--- src/rtl/bbu_pkg.sv ---
package bbu_pkg;
  typedef enum logic [2:0] {
    ST_IDLE, ST_OPC, ST_DIR, ST_RD, ST_FOURTH, ST_LAST
  } bbu_state_e;

  typedef enum logic [1:0] {K_NONE, K_TEST, K_SET} bbu_kind_e;

  typedef struct packed {
    bbu_kind_e   kind;
    logic [2:0]  bit_idx;
    logic        br_on_one;
  } bbu_dec_t;
endpackage

--- src/rtl/bbu_decode.sv ---
module bbu_decode
  import bbu_pkg::*;
(
  input  logic [7:0] opcode_i,
  output bbu_dec_t   dec_o
);
  always_comb begin
    dec_o.bit_idx   = opcode_i[3:1];
    dec_o.br_on_one = ~opcode_i[0];
    if (opcode_i[7:4] == 4'h0)                     dec_o.kind = K_TEST;
    else if (opcode_i[7:4] == 4'h1 && !opcode_i[0]) dec_o.kind = K_SET;
    else                                            dec_o.kind = K_NONE;
  end
endmodule

--- src/rtl/bbu_bit_alu.sv ---
module bbu_bit_alu #(
  parameter int PC_W = 16
) (
  input  logic [7:0]      byte_i,
  input  logic [2:0]      bit_idx_i,
  input  logic            br_on_one_i,
  input  logic [PC_W-1:0] pc_i,
  input  logic [7:0]      off_i,
  output logic            bit_o,
  output logic            taken_o,
  output logic [7:0]      set_byte_o,
  output logic [PC_W-1:0] next_pc_o
);
  localparam int EXT_W = PC_W - 8;

  logic [7:0]      mask;
  logic [PC_W-1:0] off_ext;
  logic [PC_W-1:0] fall_pc;

  always_comb begin
    mask       = 8'd1 << bit_idx_i;
    bit_o      = |(byte_i & mask);
    taken_o    = (bit_o == br_on_one_i);
    set_byte_o = byte_i | mask;
    off_ext    = {{EXT_W{off_i[7]}}, off_i};
    fall_pc    = pc_i + PC_W'(3);
    next_pc_o  = taken_o ? fall_pc + off_ext : fall_pc;
  end
endmodule

--- src/rtl/bbu_seq.sv ---
module bbu_seq
  import bbu_pkg::*;
(
  input  logic       clk_i,
  input  logic       rst_ni,
  input  logic       start_i,
  input  bbu_kind_e  kind_i,
  output bbu_state_e state_o
);
  bbu_state_e state_d;

  always_comb begin
    state_d = state_o;
    unique case (state_o)
      ST_IDLE:   if (start_i) state_d = ST_OPC;
      ST_OPC:    state_d = (kind_i == K_NONE) ? ST_LAST : ST_DIR;
      ST_DIR:    state_d = ST_RD;
      ST_RD:     state_d = ST_FOURTH;
      ST_FOURTH: state_d = ST_LAST;
      ST_LAST:   state_d = ST_IDLE;
      default:   state_d = ST_IDLE;
    endcase
  end

  always_ff @(posedge clk_i or negedge rst_ni)
    if (!rst_ni) state_o <= ST_IDLE;
    else         state_o <= state_d;
endmodule

--- src/rtl/bit_branch_unit.sv ---
module bit_branch_unit
  import bbu_pkg::*;
#(
  parameter int PC_W   = 16,
  parameter int ADDR_W = 16
) (
  input  logic              clk_i,
  input  logic              rst_ni,
  input  logic              start_i,
  input  logic [PC_W-1:0]   pc_i,
  output logic [PC_W-1:0]   fetch_addr_o,
  input  logic [7:0]        fetch_data_i,
  output logic [ADDR_W-1:0] mem_addr_o,
  input  logic [7:0]        mem_rdata_i,
  output logic [7:0]        mem_wdata_o,
  output logic              mem_we_o,
  output logic              busy_o,
  output logic              done_o,
  output logic [PC_W-1:0]   pc_o,
  output logic              carry_o
);
  localparam int HI_W = ADDR_W - 8;

  bbu_state_e      state;
  bbu_dec_t        dec;
  logic [7:0]      op_q, dd_q, byte_q, off_q, op_sel, set_byte;
  logic [PC_W-1:0] pc_q, next_pc;
  logic            carry_q, tbit, taken;

  assign op_sel = (state == ST_OPC) ? fetch_data_i : op_q;

  bbu_decode i_dec (.opcode_i(op_sel), .dec_o(dec));

  bbu_seq i_seq (
    .clk_i, .rst_ni, .start_i, .kind_i(dec.kind), .state_o(state)
  );

  bbu_bit_alu #(.PC_W(PC_W)) i_alu (
    .byte_i(byte_q), .bit_idx_i(dec.bit_idx), .br_on_one_i(dec.br_on_one),
    .pc_i(pc_q), .off_i(off_q), .bit_o(tbit), .taken_o(taken),
    .set_byte_o(set_byte), .next_pc_o(next_pc)
  );

  always_ff @(posedge clk_i or negedge rst_ni) begin
    if (!rst_ni) begin
      pc_q <= '0; op_q <= '0; dd_q <= '0; byte_q <= '0; off_q <= '0; carry_q <= 1'b0;
    end else begin
      unique case (state)
        ST_IDLE:   if (start_i) pc_q <= pc_i;
        ST_OPC:    op_q   <= fetch_data_i;
        ST_DIR:    dd_q   <= fetch_data_i;
        ST_RD:     byte_q <= mem_rdata_i;
        ST_FOURTH: if (dec.kind == K_TEST) off_q <= fetch_data_i;
        ST_LAST: begin
          unique case (dec.kind)
            K_TEST: begin pc_q <= next_pc; carry_q <= tbit; end
            K_SET:  pc_q <= pc_q + PC_W'(2);
            default: pc_q <= pc_q + PC_W'(1);
          endcase
        end
        default: ;
      endcase
    end
  end

  always_comb begin
    unique case (state)
      ST_DIR:    fetch_addr_o = pc_q + PC_W'(1);
      ST_FOURTH: fetch_addr_o = pc_q + PC_W'(2);
      default:   fetch_addr_o = pc_q;
    endcase
  end

  // direct page: upper address byte forced to zero
  assign mem_addr_o  = (state == ST_RD || state == ST_FOURTH) ? {{HI_W{1'b0}}, dd_q} : '0;
  assign mem_we_o    = (state == ST_FOURTH) && (dec.kind == K_SET);
  assign mem_wdata_o = set_byte;
  assign busy_o      = (state != ST_IDLE);
  assign done_o      = (state == ST_LAST);
  assign pc_o        = pc_q;
  assign carry_o     = carry_q;

  assert_start_busy_R2: assert property (@(posedge clk_i) disable iff (!rst_ni)
    (start_i && !busy_o) |=> busy_o);

  assert_done_single_R8: assert property (@(posedge clk_i) disable iff (!rst_ni)
    done_o |=> !done_o);

  assert_done_fifth_R8: assert property (@(posedge clk_i) disable iff (!rst_ni)
    (done_o && $past(busy_o, 3)) |-> ($past(start_i, 5) && !$past(busy_o, 5)));

  assert_write_page_R6: assert property (@(posedge clk_i) disable iff (!rst_ni)
    mem_we_o |-> (mem_addr_o[ADDR_W-1:8] == '0) && (mem_addr_o == $past(mem_addr_o)));

  assert_keep_bits_R7: assert property (@(posedge clk_i) disable iff (!rst_ni)
    mem_we_o |-> ((mem_wdata_o & $past(mem_rdata_i)) == $past(mem_rdata_i))
                 && ($countones(mem_wdata_o ^ $past(mem_rdata_i)) <= 1));

  assert_carry_hold_R5: assert property (@(posedge clk_i) disable iff (!rst_ni)
    !$stable(carry_o) |-> $past(done_o));
endmodule

--- config.mk ---
export PLATFORM = sky130hd
export DESIGN_NAME = bit_branch_unit
export DESIGN_NICKNAME = d
export VERILOG_FILES = /design/src/rtl/bbu_pkg.sv /design/src/rtl/bbu_decode.sv /design/src/rtl/bbu_bit_alu.sv /design/src/rtl/bbu_seq.sv /design/src/rtl/bit_branch_unit.sv
export SDC_FILE = /design/constraint.sdc
export NUM_CORES = 1
export LEC_CHECK = 0
export BUFFER_PORTS_ARGS = -buffer_cell sky130_fd_sc_hd__buf_2
export CAP_MARGIN = 5
export CORE_MARGIN = 8
export CORE_UTILIZATION = 24
export CTS_CLUSTER_DIAMETER = 40
export DETAILED_ROUTE_END_ITERATION = 10
export HOLD_SLACK_MARGIN = 0.15
export SKIP_LAST_GASP = 1
export SYNTH_ARGS = -nofsm -noshare
export SYNTH_HDL_FRONTEND = slang
export SYNTH_HIERARCHICAL = 1
export SYNTH_SLANG_ARGS = --single-unit
--- constraint.sdc ---
create_clock -name clk_i -period 11.34 [get_ports clk_i]
set_input_delay 0.567 -clock clk_i [delete_from_list [all_inputs] [get_ports clk_i]]
set_output_delay 0.567 -clock clk_i [all_outputs]
set_load 0.005 [all_outputs]
[Word-level counts from Yosys, hierarchy flattened]
Index checks and enable logic that the tools add are counted.
Word-level totals
  memory bits (writable): 0
  bits of input ports: 35
  bits in latches: 0
  bits in read-only memories: 0
  logic and storage cells: 50
  output and inout port bits: 60
  register bits: 52
  memories: 0
Operators by class
  equality and inequality tests: 10
  muxes and demuxes: 12
  bitwise logic cells: 3
  $lt $le $gt $ge: 0
  div/mod/pow operators: 0
  shifts and indexed selects: 1
  add/subtract/negate cells: 4
  multiply operators: 0
  reductions and logical operators: 13
Operators with widths (count)
  $pmux W16 S2: 3
  $add A16 B2 Y16 const B: 2
  $mux W16: 2
  $add A16 B1 Y16 const B: 1
  $add A16 B16 Y16: 1
  $mux W8: 2
  $pmux W3 S5: 1
  $and A8 B8 Y8: 1
  $or A8 B8 Y8: 1
  $reduce_or A8 Y1: 1
  $shl A1 B3 Y8 const A: 1
  $eq A3 B2 Y1 const B: 2
  $eq A3 B3 Y1 const B: 2
  $mux W3: 2
  $reduce_and A2 Y1: 3
  $eq A4 B1 Y1 const B: 1
  $logic_not A4 Y1: 1
  $mux W2: 2
  $eq A3 B1 Y1 const B: 1
  $logic_not A3 Y1: 1
  $reduce_bool A3 Y1: 1
  $eq A2 B1 Y1 const B: 1
  $eq A2 B2 Y1 const B: 1
  $logic_and A1 B1 Y1: 2
  7 further kinds: 7

[Logic depth before layout (Yosys ltp)]
  word-level depth: 9
  mapped depth: 18
  gate-level depth less buffers: 15

[Hierarchy]
Netlist, hierarchy kept.
By module, submodules not included
  bit_branch_unit: area an instance 3286.9 um^2, cells each 358, instances 1, sequential area each 1226.2 um^2
  bbu_bit_alu: area an instance 1341.3 um^2, cells each 189, instances 1, sequential area each 0.0 um^2
  bbu_seq: area an instance 140.1 um^2, cells each 16, instances 1, sequential area each 75.1 um^2
  bbu_decode: area an instance 43.8 um^2, cells each 7, instances 1, sequential area each 0.0 um^2

[Worst setup path before layout]
No wires, ideal clock.
  path type: register to register
  start point: reg i_seq.state_o[1]
  end point: reg pc_q[1], in the netlist pc_o[1]
  required time: 11.208 ns
  period minus slack after synthesis: 3.788 ns
  setup slack: 7.552 ns
  buffers on the path: 5
  cell stages (with the launch flop): 19
  arrival: 3.656 ns
  setup time: 0.132 ns
  cells stage by stage: dfrtp_1 clkbuf_1 nor2_1 and2_1 clkbuf_1 mux2_2 buf_4 buf_2 mux4_2 mux2i_4 xnor2_2 clkinv_2 buf_2 nand2_1 o21ai_0 a221oi_1 nor3_1 a211oi_1 a21oi_1
Between the ends
  word-level cells in the longest chain between the ends: 9
  elaborated cells on any way between the ends: 23
  those cells by class: eq/ne: 7; shift: 1; mux: 6; bitwise: 2; reduce/logical: 7
Ends and longest elaborated chain
  start: declaration: line bbu_seq.sv:8  | output bbu_state_e state_o
  start signal: assignment: line bbu_seq.sv:27  | else state_o <= state_d;
  $eq A3 B1 Y1: line bit_branch_unit.sv:30  | assign op_sel = (state == ST_OPC) ? fetch_data_i : op_q;
  $mux W8
  net op_sel[3]: line bit_branch_unit.sv:26  | logic [7:0] op_q, dd_q, byte_q, off_q, op_sel, set_byte;
  $shl A1 B3 Y8: line bbu_bit_alu.sv:21  | mask = 8'd1 << bit_idx_i;
  $and A8 B8 Y8: line bbu_bit_alu.sv:22  | bit_o = |(byte_i & mask);
  $reduce_or A8 Y1: line bbu_bit_alu.sv:22
  $eq A1 B1 Y1: line bbu_bit_alu.sv:23  | taken_o = (bit_o == br_on_one_i);
  $mux W16: line bbu_bit_alu.sv:27  | next_pc_o = taken_o ? fall_pc + off_ext : fall_pc;
  net next_pc[1]: line bit_branch_unit.sv:27  | logic [PC_W-1:0] pc_q, next_pc;
  $pmux W16 S2: line bit_branch_unit.sv:55  | unique case (dec.kind)
  $pmux W16 S2: line bit_branch_unit.sv:48  | unique case (state)
  end signal: assignment: line bit_branch_unit.sv:49  | ST_IDLE: if (start_i) pc_q <= pc_i;
  end signal: assignment: line bit_branch_unit.sv:56  | K_TEST: begin pc_q <= next_pc; carry_q <= tbit; end
  end signal: assignment: line bit_branch_unit.sv:57  | K_SET: pc_q <= pc_q + PC_W'(2);
  end: declaration: line bit_branch_unit.sv:27
The timed path passes the listed nets, and every way through them passes these cells.
A chain may end at the register's enable or synchronous reset.

==> flow_metrics.tcl <==
set metrics [dict create \
    status "finished clean" \
    hold_class "in -> async" \
    path_common_cell "nand2_1" \
    wl_per_cell_um 16.8 \
    intPower_mw 0.967 \
    cp_data_arrival_time_ns 4.59 \
    syn_to_final_growth_pct 15.2 \
    synth_edf_count 0 \
    insertion_delay_ns 0.30 \
    drc 0 \
    antenna_found_initial 0 \
    power_leakage_nw 2.37 \
    multi_input_area_um2 3240 \
    hold_ws_ns 0.385 \
    fmax_ghz 0.229 \
    ant_nets 0 \
    dpl.cell_count 892 \
    die_area_um2 24800 \
    cts_sinks 52 \
    setup_violations 0 \
    cts_htree_levels 2 \
    ys_seq_area_share_pct 27.0 \
    dr_total_vias 4395 \
    drv_slew 0 \
    p_sw_mw 1.09 \
    gp_congestion 0.841 \
    portBuffers 86 \
    seqPwrFrac_pct 22.4 \
    drt_iter0_markers 410 \
    worstSetupEndpointType "flip-flop" \
    grt_pass1_vias 4270 \
    syn_area_um2 4810 \
    ff_latch_area_um2 1300 \
    wl_mm 15.2 \
    startpoint_type "flip-flop" \
    synthesis.instances 570 \
    setup.worst_path.class "reg -> reg" \
    path_max_fanout 23 \
    final_core_util_pct 27.7 \
    sw_frac_of_total_pct 53.0 \
    clock_skew_ns 0.0106 \
    timing.max_cap.violations 0 \
    grt_max_degree 53 \
    synth.most_common_cell "nand2_1" \
    post_cts_buffers 0 \
    core_um2 20000 \
    hold_viol_final 0 \
    io_pins 95 \
    die_height_um 158 \
    cts_made_buffers 5 \
    synth_area_per_cell_um2 8.44 \
    slew_headroom_pct 38.4 \
    fp-row-count 52 \
    synth_top_area_cell "dfrtp_1" \
    track_usage_pct 12.3 \
    cts_resized 0 \
    final_cells 900 \
    rsz0062_at_grt "false" \
    grt_overflow 0 \
    cts_buffer_depth 2 \
    power.density_nw_per_um2 371 \
    fin_crit_sh_pct 38.5 \
    antenna_cells 0 \
    num-nets-final 688 \
    tritoncts "built" \
    die_x_um 158 \
    fin_tns_setup_ns 0 \
    grt_pass1_wl_mm 24.2 \
    synth_area_leaders "dfrtp_1 27%, mux2_2 7.7%, ha_1 6.0%, xor2_1 5.6%, nand2_1 4.4%" \
    worstMarginPinSlew_ns 0.924 \
    drive_gt1_share_pct 24.3 \
    placed_area_um2 5390 \
    yosysTopAreaCellShare_pct 27.0 \
    peakVddDrop_v 0.000156 \
    final_area_um2 5540 \
    synthTopCellsByCount "56 x nand2_1, 52 x dfrtp_1, 38 x a21oi_1" \
    cts_hold_buf 0 \
    start_util_pct 24.1 \
    viasPerCell 4.88 \
    cp_slowest_cell "nor2b_1" \
    critPathMaxStageDelay_ns 0.84 \
    ys_seq_elements 52 \
    fillCellCount 2170 \
    ys_types 73 \
    synth-async-reset-ratio_pct 100 \
    clockRootBuffer "clkbuf_16" \
    period_minus_slack_ns 4.36 \
    clkTransAtPathRegs_ns 0.08 \
    synth_flop_cell "dfrtp_1" \
    clkPwrFrac_pct 7.9 \
    dr.pass1.iters 5 \
    comb_power_share_pct 69.7 \
    path_cells "and2_1 > mux2_2 > nor4_1 > inv_1 > ha_1 > nor2b_1 > nand2_1 > a211oi_1 > a21oi_1 > nand2_1" \
    yosys_warnings 6 \
    crit_required_ns 11.57 \
    hpwl_mm 11.5 \
]
==> cell families (layout without fill, tap and decap cells) <==
kind of cell    Yosys count  after routing  synth area share, %
compound gates          147            147                 20.0
xor+xnor                 54             54                 9.98
fa+ha+maj                24             24                 6.40
buf+inv                  59            112                 6.19
flops                    52             52                 27.0
mux                      39             39                 9.75
other cells               1              8               0.0779
simple gates            194            194                 20.6
==> per-stage QoR <==
stage          power, mW  setup WS, ns
5_1_grt             2.26          6.62
4_1_cts             2.05          7.02
3_5_place_dp        1.88          7.11
6_report            2.06          6.98
2_1_floorplan       1.49          7.55
3_3_place_gp        1.88          7.15
==> metal layers <==
metal  share of wire (%)  up-vias  global-route usage [%]  routed length, um
met1                  45     2091                    16.3               6870
met4                 1.7        0                    3.40                261
met2                  48      128                    20.3               7340
met5                   0        -                       0                  0
met3                 4.5       14                    1.69                685
li1                    -     2162                       -                  -
==> registers in the layout (all words and copies together) (netlist names) <==
signal / cells
pc_o: 16
dd_q: 8
op_q: 8
off_q: 8
byte_q: 8
carry_o: 1
i_seq/state_o: 3
==> cell type report <==
type / count / share of cell area (%)
Multi-Input combinational cell: 466 / 58.5
Sequential cell: 52 / 23.5
Timing Repair Buffer: 89 / 8.17
Tap cell: 270 / 6.10
Clock buffer: 5 / 2.26
Inverter: 15 / 1.04
Clock inverter: 3 / 0.497
==> cell usage in the layout (no fill, tap or decap), types with 15 or more instances in the layout <==
cell,instances
nor3_1,23
xor2_1,31
dfrtp_1,52
a21oi_1,38
xnor2_1,22
buf_2,86
nand3_1,15
nor2_1,34
nand2_1,56
ha_1,23
mux2_2,33
o21ai_0,35
==> worst max-delay path: cells and delay by family, from the launching register on <==
family / cells / cell delay [ns]
AOI/OAI and AO/OA: 2 / 0.37
DFF: 1 / 0.74
adders and majority gates: 1 / 0.61
buffers and inverters: 1 / 0.10
muxes: 1 / 0.41
and+or+nand+nor: 5 / 2.08
==> path summary, 6_finish.rpt <==
path	slack, ns	depth (start not counted)	endpoint	start
worst max register to register	6.98	10	pc_o[0]	i_seq/state_o[0]
worst max-delay path	6.98	10	pc_o[0]	i_seq/state_o[0]
min in group clk_i	0.50	1	dd_q[3]	dd_q[3]
worst min-delay path	0.39	2	i_seq/state_o[0]	rst_ni
max in group asynchronous	10.48	2	pc_o[15]	rst_ni
worst min register to register	0.50	1	dd_q[3]	dd_q[3]
==> power groups by stage <==
stage | Sequential [mW] | Clock, mW | Combinational [mW]
after detailed placement | 0.465 | 0 | 1.42
after floorplan | 0.365 | 0 | 1.13
after global routing | 0.486 | 0.172 | 1.60
after global placement | 0.462 | 0 | 1.42
final | 0.461 | 0.162 | 1.43
after CTS | 0.461 | 0.166 | 1.43
No activity file was read; power rests on OpenSTA's default activity.
